## config.mk

```make
export PLATFORM = sky130hd
export DESIGN_NAME = acc_alu8
export DESIGN_NICKNAME = d
export VERILOG_FILES = /design/src/rtl/acc_alu8_pkg.sv /design/src/rtl/acc_alu8_addsub.sv /design/src/rtl/acc_alu8_logrot.sv /design/src/rtl/acc_alu8_daa.sv /design/src/rtl/acc_alu8.sv
export SDC_FILE = /design/constraint.sdc
export NUM_CORES = 1
export LEC_CHECK = 0
export ABC_AREA = 1
export CAP_MARGIN = 10
export CORE_ASPECT_RATIO = 0.5
export CORE_MARGIN = 5
export CORE_UTILIZATION = 35
export CTS_CLUSTER_DIAMETER = 200
export CTS_CLUSTER_SIZE = 24
export DETAILED_ROUTE_END_ITERATION = 8
export PLACE_DENSITY = 0.65
export SLEW_MARGIN = 20
export SYNTH_ARGS = -nofsm -noshare
export SYNTH_HDL_FRONTEND = slang
export SYNTH_SLANG_ARGS = --single-unit
```

## constraint.sdc

```tcl
create_clock -name clk -period 7.2 [get_ports clk]
set_clock_uncertainty 0.1 [all_clocks]
set_input_delay 1.8 -clock clk [delete_from_list [all_inputs] [get_ports clk]]
set_output_delay 1.8 -clock clk [all_outputs]
set_load 0.02 [all_outputs]
```

## src/rtl/acc_alu8_pkg.sv

```systemverilog
package acc_alu8_pkg;
  localparam int DATA_W = 8;
  localparam int NIB_W  = DATA_W / 2;
  localparam int FLAG_W = 8;
  localparam int F_S    = 7;
  localparam int F_Z    = 6;
  localparam int F_AC   = 4;
  localparam int F_P    = 2;
  localparam int F_CY   = 0;

  typedef enum logic [3:0] {
    OP_ADD  = 4'd0,  OP_ADC = 4'd1,  OP_SUB = 4'd2,  OP_SBB = 4'd3,
    OP_AND  = 4'd4,  OP_OR  = 4'd5,  OP_XOR = 4'd6,  OP_CMP = 4'd7,
    OP_INC  = 4'd8,  OP_DEC = 4'd9,  OP_RLC = 4'd10, OP_RRC = 4'd11,
    OP_RAL  = 4'd12, OP_RAR = 4'd13, OP_DAA = 4'd14, OP_HOLD = 4'd15
  } alu_op_e;

  function automatic logic [FLAG_W-1:0] pack_flags(input logic s, input logic z,
                                                   input logic ac, input logic p,
                                                   input logic cy);
    logic [FLAG_W-1:0] f;
    f = '0;
    f[F_S]  = s;
    f[F_Z]  = z;
    f[F_AC] = ac;
    f[F_P]  = p;
    f[F_CY] = cy;
    return f;
  endfunction
endpackage

```

## src/rtl/acc_alu8_addsub.sv

```systemverilog
module acc_alu8_addsub
  import acc_alu8_pkg::*;
#(
  parameter int W   = DATA_W,
  parameter int NIB = NIB_W
) (
  input  logic [W-1:0] a,
  input  logic [W-1:0] b,
  input  alu_op_e      op,
  input  logic         cy_in,
  output logic [W-1:0] sum,
  output logic         cy_out,
  output logic         hc_out
);
  localparam logic [W-1:0] ONE = W'(1);

  logic [W-1:0] bb;
  logic         ci;
  logic         sub_like;
  logic [W:0]   full;

  always_comb begin
    bb       = b;
    ci       = 1'b0;
    sub_like = 1'b0;
    unique case (op)
      OP_ADD: begin bb = b;    ci = 1'b0;   end
      OP_ADC: begin bb = b;    ci = cy_in;  end
      OP_SUB, OP_CMP: begin bb = ~b; ci = 1'b1; sub_like = 1'b1; end
      OP_SBB: begin bb = ~b;   ci = ~cy_in; sub_like = 1'b1; end
      OP_INC: begin bb = ONE;  ci = 1'b0;   end
      OP_DEC: begin bb = ~ONE; ci = 1'b1;   end
      default: begin bb = b;   ci = 1'b0;   end
    endcase
  end

  assign full   = {1'b0, a} + {1'b0, bb} + {{W{1'b0}}, ci};
  assign sum    = full[W-1:0];
  assign hc_out = a[NIB] ^ bb[NIB] ^ full[NIB];
  assign cy_out = sub_like ? ~full[W] : full[W];
endmodule

```

## src/rtl/acc_alu8_logrot.sv

```systemverilog
module acc_alu8_logrot
  import acc_alu8_pkg::*;
#(
  parameter int W = DATA_W
) (
  input  logic [W-1:0] a,
  input  logic [W-1:0] b,
  input  alu_op_e      op,
  input  logic         cy_in,
  output logic [W-1:0] res,
  output logic         cy_out,
  output logic         ac_out
);
  always_comb begin
    res    = a;
    cy_out = cy_in;
    ac_out = 1'b0;
    unique case (op)
      OP_AND: begin res = a & b; cy_out = 1'b0; ac_out = 1'b1; end
      OP_OR:  begin res = a | b; cy_out = 1'b0; end
      OP_XOR: begin res = a ^ b; cy_out = 1'b0; end
      OP_RLC: begin res = {a[W-2:0], a[W-1]}; cy_out = a[W-1]; end
      OP_RRC: begin res = {a[0], a[W-1:1]};   cy_out = a[0];   end
      OP_RAL: begin res = {a[W-2:0], cy_in};  cy_out = a[W-1]; end
      OP_RAR: begin res = {cy_in, a[W-1:1]};  cy_out = a[0];   end
      default: begin res = a; cy_out = cy_in; ac_out = 1'b0; end
    endcase
  end
endmodule

```

## src/rtl/acc_alu8_daa.sv

```systemverilog
module acc_alu8_daa
  import acc_alu8_pkg::*;
#(
  parameter int W   = DATA_W,
  parameter int NIB = NIB_W
) (
  input  logic [W-1:0] a,
  input  logic         ac_in,
  input  logic         cy_in,
  output logic [W-1:0] res,
  output logic         cy_out,
  output logic         ac_out
);
  localparam logic [NIB-1:0] NINE = NIB'(9);
  localparam logic [NIB-1:0] SIX  = NIB'(6);

  logic           lo_fix;
  logic           hi_fix;
  logic [W:0]     step1;
  logic [W-1:0]   corr;
  logic [W-1:0]   total;

  assign lo_fix = (a[NIB-1:0] > NINE) | ac_in;
  assign step1  = {1'b0, a} + {{(W-NIB+1){1'b0}}, (lo_fix ? SIX : {NIB{1'b0}})};
  assign hi_fix = cy_in | step1[W] | (step1[W-1:NIB] > NINE);
  assign corr   = {(hi_fix ? SIX : {NIB{1'b0}}), (lo_fix ? SIX : {NIB{1'b0}})};
  assign total  = a + corr;

  assign res    = total;
  assign cy_out = hi_fix;
  assign ac_out = a[NIB] ^ corr[NIB] ^ total[NIB];
endmodule

```

## src/rtl/acc_alu8.sv

```systemverilog
module acc_alu8
  import acc_alu8_pkg::*;
#(
  parameter int W   = DATA_W,
  parameter int NIB = NIB_W,
  parameter int FW  = FLAG_W
) (
  input  logic          clk,
  input  logic          rst,
  input  logic [W-1:0]  acc_i,
  input  logic [W-1:0]  opnd_i,
  input  logic [3:0]    op_i,
  input  logic          flag_we_i,
  output logic [W-1:0]  res_o,
  output logic          acc_we_o,
  output logic [FW-1:0] flags_nxt_o,
  output logic [FW-1:0] flags_q_o
);
  localparam logic [FW-1:0] UNUSED_MASK = ~pack_flags(1'b1, 1'b1, 1'b1, 1'b1, 1'b1);

  alu_op_e       op;
  logic [FW-1:0] flags_q;
  logic [FW-1:0] flags_nxt;
  logic          cy_q;
  logic          ac_q;

  logic [W-1:0]  as_sum;
  logic          as_cy, as_hc;
  logic [W-1:0]  lr_res;
  logic          lr_cy, lr_ac;
  logic [W-1:0]  da_res;
  logic          da_cy, da_ac;

  assign op   = alu_op_e'(op_i);
  assign cy_q = flags_q[F_CY];
  assign ac_q = flags_q[F_AC];

  acc_alu8_addsub #(.W(W), .NIB(NIB)) u_addsub (
    .a(acc_i), .b(opnd_i), .op(op), .cy_in(cy_q),
    .sum(as_sum), .cy_out(as_cy), .hc_out(as_hc)
  );

  acc_alu8_logrot #(.W(W)) u_logrot (
    .a(acc_i), .b(opnd_i), .op(op), .cy_in(cy_q),
    .res(lr_res), .cy_out(lr_cy), .ac_out(lr_ac)
  );

  acc_alu8_daa #(.W(W), .NIB(NIB)) u_daa (
    .a(acc_i), .ac_in(ac_q), .cy_in(cy_q),
    .res(da_res), .cy_out(da_cy), .ac_out(da_ac)
  );

  function automatic logic [FW-1:0] szp_flags(input logic [W-1:0] r,
                                              input logic ac, input logic cy);
    return pack_flags(r[W-1], ~|r, ac, ~^r, cy);
  endfunction

  always_comb begin
    res_o     = acc_i;
    acc_we_o  = 1'b0;
    flags_nxt = flags_q;
    unique case (op)
      OP_ADD, OP_ADC, OP_SUB, OP_SBB: begin
        res_o     = as_sum;
        acc_we_o  = 1'b1;
        flags_nxt = szp_flags(as_sum, as_hc, as_cy);
      end
      OP_CMP: begin
        res_o     = acc_i;
        acc_we_o  = 1'b0;
        flags_nxt = szp_flags(as_sum, as_hc, as_cy);
      end
      OP_INC, OP_DEC: begin
        res_o     = as_sum;
        acc_we_o  = 1'b1;
        flags_nxt = szp_flags(as_sum, as_hc, cy_q);
      end
      OP_AND, OP_OR, OP_XOR: begin
        res_o     = lr_res;
        acc_we_o  = 1'b1;
        flags_nxt = szp_flags(lr_res, lr_ac, lr_cy);
      end
      OP_RLC, OP_RRC, OP_RAL, OP_RAR: begin
        res_o           = lr_res;
        acc_we_o        = 1'b1;
        flags_nxt       = flags_q;
        flags_nxt[F_CY] = lr_cy;
      end
      OP_DAA: begin
        res_o     = da_res;
        acc_we_o  = 1'b1;
        flags_nxt = szp_flags(da_res, da_ac, da_cy);
      end
      default: begin
        res_o     = acc_i;
        acc_we_o  = 1'b0;
        flags_nxt = flags_q;
      end
    endcase
  end

  always_ff @(posedge clk) begin
    if (rst)            flags_q <= '0;
    else if (flag_we_i) flags_q <= flags_nxt & ~UNUSED_MASK;
  end

  assign flags_nxt_o = flags_nxt;
  assign flags_q_o   = flags_q;

  // register holds without write enable
  a_r12_hold_when_idle: assert property (@(posedge clk) disable iff (rst)
    !flag_we_i |=> $stable(flags_q));
  // register takes the next byte when enabled
  a_r12_load_when_enabled: assert property (@(posedge clk) disable iff (rst)
    flag_we_i |=> flags_q == $past(flags_nxt));
  // unused positions stay clear in both bytes
  a_r11_unused_zero: assert property (@(posedge clk) disable iff (rst)
    ((flags_nxt | flags_q) & UNUSED_MASK) == '0);
  // increment and decrement keep the stored carry
  a_r5_cy_kept: assert property (@(posedge clk) disable iff (rst)
    (op == OP_INC || op == OP_DEC) |-> flags_nxt[F_CY] == flags_q[F_CY]);
  // compare never writes the accumulator
  a_r8_cmp_no_write: assert property (@(posedge clk) disable iff (rst)
    (op == OP_CMP) |-> (!acc_we_o && res_o == acc_i));
  // rotates touch only the carry
  a_r9_rot_carry_only: assert property (@(posedge clk) disable iff (rst)
    (op inside {OP_RLC, OP_RRC, OP_RAL, OP_RAR}) |->
      (flags_nxt[FW-1:1] == flags_q[FW-1:1]));
  // a stored carry survives decimal adjust
  a_r10_cy_sticky: assert property (@(posedge clk) disable iff (rst)
    (op == OP_DAA && flags_q[F_CY]) |-> flags_nxt[F_CY]);
  // hold leaves everything unchanged
  a_r13_hold_same: assert property (@(posedge clk) disable iff (rst)
    (op == OP_HOLD) |-> (flags_nxt == flags_q && !acc_we_o && res_o == acc_i));
endmodule

```

# Yosys cells after proc, flatten, opt, wreduce, memory -nomap -nowiden
# Cells that the tools add are included.
# word_totals
word_cells	67
output_inout_bits	25
register_bits	5
# classes
n_addsub	4
eq_ne	14
n_bitwise	13
muxes	12
reduce_logical	21
n_lt_le_gt_ge	2
# ops
operator	n
$pmux 8 s7	1
$pmux 8 s3	2
$pmux 8 s5	1
$eq 4x4->1 const B	7
$reduce_or 8->1	3
$reduce_xnor 8->1	3
$eq 4x3->1 const B	4
$reduce_or 14->1	1
$add 8x4->9	1
$add 8x8->9	1
$add 9x1->9	1
$reduce_or 3->1	3
$add 8x8->8	1
$and 8x8->8	1
$eq 4x2->1 const B	2
$gt 4x4->1 const B	2
$not 8->8	1
$or 8x8->8	1
$xor 8x8->8	1
$reduce_or 7->1	1
$mux 3	2
$pmux 1 s3	2
$reduce_or 2->1	3
$reduce_or 6->1	1
other kinds (9)	20

# Longest topological paths before layout
# logic_depth
word_depth	11
ltp_mapped	24
mapped_depth_nobuf	23

# By module
# A second synthesis with hierarchy kept.
# hier_totals
hier_cells	525
area_unflattened_um2	3000.4
# by_module_without_submodules
module	area_per_inst_um2	n_inst	cells_per_inst	seq_area_each_um2
acc_alu8	1103.6	1	199	100.1
acc_alu8_logrot	917.1	1	144	0.0
acc_alu8_addsub	693.2	1	129	0.0
acc_alu8_daa	286.5	1	53	0.0

# Least setup slack after synthesis
# Ideal clock, no wire load.
# synth_path
path_kind	input port to output port
start	input port acc_i[3]
end	output port flags_nxt_o[2]
stages	22
slack_ps	292
path_buffers	1
required_time_ps	5300
arrival_time_ps	5008
cell_sequence	buf_2 inv_1 a21oi_1 or2_2 ha_1 fa_1 nand3_1 nor2_1 a21oi_1 nand2_1 ha_1 inv_1 o21bai_1 inv_1 nand2_1 nand2_1 ha_1 xor2_1 o21ai_0 nand2_1 nor2_1 inv_1
# synth_via
elab_chain_len	10
elab_cells_between_ends	19
classes_between	add/sub: 4; order compare: 2; mux: 4; bitwise: 6; reduce/logical: 3
# synth_rtl
element	line	rtl
start, declared	acc_alu8.sv:10	input logic [W-1:0] acc_i,
$gt 4x4->1	acc_alu8_daa.sv:23	assign lo_fix = (a[NIB-1:0] > NINE) | ac_in;
$or 1x1->1	acc_alu8_daa.sv:23	
$mux 3	acc_alu8_daa.sv:24, acc_alu8_daa.sv:26	
$add 8x4->9	acc_alu8_daa.sv:24	assign step1 = {1'b0, a} + {{(W-NIB+1){1'b0}}, (lo_fix ? SIX : {NIB{1'b0}})};
$gt 4x4->1 or $or 1x1->1 (tied branches)	acc_alu8_daa.sv:25	assign hi_fix = cy_in | step1[W] | (step1[W-1:NIB] > NINE);
$or 1x1->1	acc_alu8_daa.sv:25	
$mux 3	acc_alu8_daa.sv:26	assign corr = {(hi_fix ? SIX : {NIB{1'b0}}), (lo_fix ? SIX : {NIB{1'b0}})};
$add 8x8->8	acc_alu8_daa.sv:27	assign total = a + corr;
$reduce_xnor 8->1	acc_alu8.sv:55	return pack_flags(r[W-1], ~|r, ac, ~^r, cy);
$pmux 8 s5 (*)	acc_alu8.sv:62	unique case (op)
end, declared	acc_alu8.sv:16	output logic [FW-1:0] flags_nxt_o,
# Every way passes the cells marked *; elsewhere a longest branch is shown, timed or not.

# Final worst setup path
# layout_path
start	input port acc_i[1]
end	output port flags_nxt_o[2]
# Same word-level chain as after synthesis.

==> results by group <==
Setup path
  – Worst setup SP type: primary input
  – Arrival time worst endpoint: 5100 ps
  – Setup CP Type: in -> out
  – Worst Path Required: 5300 ps
  – Crit-path leading delay family: adder cells
  – Crit path capture type: primary output
  – Reg2reg setup slack: 3280 ps
  – Buffer and inverter count on the worst path: 5
  – R2R Path End: flags_q_o[2]$_SDFFE_PP0P_
  – R2R depth: 24
  – Worst path cell trace: dlymetal6s2s_1 > inv_2 > a21oi_2 > or2_4 > ha_4 > fa_2 > nand3_2 > nor2_1 > a21oi_2 > nand2_4 > buf_4 > ha_1 > nand3_2 > nand2_1 > nand2_1 > nand2_1 > ha_1 > xor2_1 > a21oi_1 > o21ai_1 > nand2_1 > nor2_2 > inv_1 > buf_4
  – Slowest cell on crit path: fa_2
  – Crit-path max cell delay: 370 ps
  – FF-to-FF Start: flags_q_o[0]$_SDFFE_PP0P_
  – Critical path fanouts, max: 4
  – Crit path top cell by count: nand2_1

Route
  – Via count: 3114
  – ANT nets after route: 0
  – Via-per-instance ratio: 4.982
  – Initial DRT Pass Iterations: 5
  – Routed wire length: 8.931 mm
  – Drt drc: 0
  – Initial drt markers: 259
  – Avg WL per Cell: 14.29 µm

Clock network
  – Skew-Pair Late Insertion Delay: 230 ps
  – Clock-pin transition on the worst setup and hold timing paths: 30 ps
  – Clock buffer depth: 2
  – Sink Count: 5
  – Root Buffer: clkbuf_16
  – CTS tree: built
  – H-tree depth: 1
  – Num CTS Buffers: 3

Min path
  – WHS Path Cells: 2
  – Hold endpoint: flags_q_o[2]$_SDFFE_PP0P_
  – Hold_sp: flags_q_o[2]$_SDFFE_PP0P_
  – Hold WC Path Type: reg -> reg

Floorplan
  – Die width: 125.6 µm
  – Cell Rows: 21
  – Core area: 0.006595 mm²
  – Chip height: 67.80 µm
  – Initial Util: 0.3546
  – Die footprint: 0.008515 mm²
  – I/O pins: 48

Cells and area
  – Fill count: 632
  – Design area: 0.003812 mm²
  – Antenna Cells: 0
  – Fin nets: 600
  – P&R area growth vs syn: 63.03%
  – Share of layout cells above drive strength 1: 0.2833
  – Final Util: 0.5781
  – Max reg flops: 5

Global route
  – Largest net degree at the start of global routing: 11
  – Total GRT Usage: 0.1910
  – Vias in the first global route: 2774
  – Antenna violations before repair: 0
  – Global-route wire length before repair: 13.32 mm
  – Congestion Overflow GR: 0

Placement
  – PortBufs: 41
  – Final HPWL DP: 7.105 mm
  – Global placement routability congestion: 0.9820
  – Dpl cell area: 0.003392 mm²

Yosys
  – Sequential share of the synthesized area: 0.04280
  – Dominant cell type by area after synthesis: ha_1
  – Commonest cells in the netlist: 94 x nand2_1, 69 x inv_1, 43 x nor2_1
  – Count leader, synth: nand2_1
  – Mapped Cells: 403
  – Synth Register Bits: 5
  – Yosys warnings: 0
  – Post-synth top flop: dfxtp_1
  – FFs w/ async S/R, synth: 0
  – Synth unique cells: 35
  – Average cell area after synthesis: 5.803 µm²
  – Cell area after synthesis: 0.002338 mm²
  – Largest cells by area after synthesis: ha_1 21%, nand2_1 15%, inv_1 11%
  – Top cell type's share of synthesized area: 0.2140
  – Post-synth EDFFs: 0

Power
  – Final Power: 0.0006299 W
  – Leak pwr: 2.033 nW
  – Maximum vdd drop: 0.00006654 V
  – Pwr dens: 165.2 mW/mm²

STA
  – Final hold vios: 0
  – Max-slew violations: 0
  – Crit path time final: 7004 ps
  – Final period util: 0.9728
  – Setup-failing EPs final: 0
  – Worst-margin pin slew: 599.2 ps
  – Fmax: 0.1428 GHz
  – Slew Limit Headroom: 0.5991
  – Fin Setup TNS: 0 ps

Job
  – Max_cap viols: 0

Outcome
  – Status: completed
-- worst max path at each step --
| stage | cells past startpoint | start | slack (ps) | endpoint |
|---|---|---|---|---|
| 2_1_floorplan | 22 | acc_i[3] | 290 | flags_nxt_o[2] |
| 3_3_place_gp | 23 | acc_i[1] | -690 | flags_nxt_o[2] |
| 3_5_place_dp | 23 | acc_i[1] | -730 | flags_nxt_o[2] |
| 4_1_cts | 25 | op_i[2] | -160 | flags_nxt_o[2] |
| 5_1_grt | 26 | acc_i[1] | -20 | flags_nxt_o[2] |
| 6_report | 24 | acc_i[1] | 200 | flags_nxt_o[2] |
-- cell usage in the layout, fill, tap and decap left out, drive strengths merged, types with 3 or more instances in the layout --
master / instances
nand3: 23
fa: 3
clkdlybuf4s50: 31
nor2: 45
nand2: 97
dlymetal6s2s: 7
nor3: 7
buf: 92
o211ai: 5
conb: 6
a21oi: 27
inv: 70
a221oi: 3
xnor2: 8
ha: 40
dfxtp: 5
o21ai: 25
nand4: 4
xor2: 4
clkbuf: 4
o22ai: 10
-- logic make-up (layout without fill, tap and decap cells) --
logic type                 count (synthesis)  after routing  synth area share
AOI/OAI and AO/OA                         80             80            0.2039
xor gates and xnor gates                  12             12           0.04494
buffers and inverters                     80            205            0.1418
DFF                                        5              5           0.04281
and+or+nand+nor                          182            182            0.3253
adders and majority gates                 43             43            0.2397
other                                      1              6          0.001604
-- worst min-delay path, stage by stage (launching register included) --
cell	delay [ps]
dfxtp_1	310
o21ai_0	140
a21oi_1	40
-- metrics by stage --
stage          cells  setup WS, ps  hold WS (ps)
3_5_place_dp     608        -733.0         430.7
4_1_cts          617        -157.9         446.3
6_report         625         195.5         444.0
5_1_grt          625        -23.51         479.3
3_3_place_gp     608        -691.5         431.3
2_1_floorplan    408         292.1         417.1
-- layout make-up --
| class | count | area, µm² | area share |
|---|---|---|---|
| Multi-Input combinational cell | 323 | 2161 | 0.5668 |
| Sequential cell | 5 | 100.1 | 0.02626 |
| Clock buffer | 4 | 78.83 | 0.02068 |
| Timing Repair Buffer | 131 | 1095 | 0.2872 |
| Tap cell | 92 | 115.1 | 0.03019 |
| Inverter | 70 | 262.8 | 0.06892 |
-- report_power, final --
part | internal (W) | total, W | switching [W] | leakage [nW]
Clock | 0.0000734 | 0.0000915 | 0.0000181 | 0.0382
Combinational | 0.000253 | 0.000504 | 0.000251 | 1.95
Sequential | 0.0000311 | 0.0000345 | 0.00000344 | 0.0414
-- per-layer routing --
layer | global-route usage | share of wire | vias to the layer above
li1 | - | - | 1577
met1 | 0.2754 | 0.46 | 1397
met2 | 0.3092 | 0.45 | 132
met3 | 0.03160 | 0.090 | 8
met4 | 0.02027 | 0.0040 | 0
met5 | 0 | 0 | -
-- timing repair --
action                                  4_1_cts  5_1_grt
resized for setup                            22       56
setup buffers                                 5        8
hold buffers                                  0        0
pin swaps                                     5       24
endpoints found under the setup margin        6       10
(Power assumes the default switching activity.)
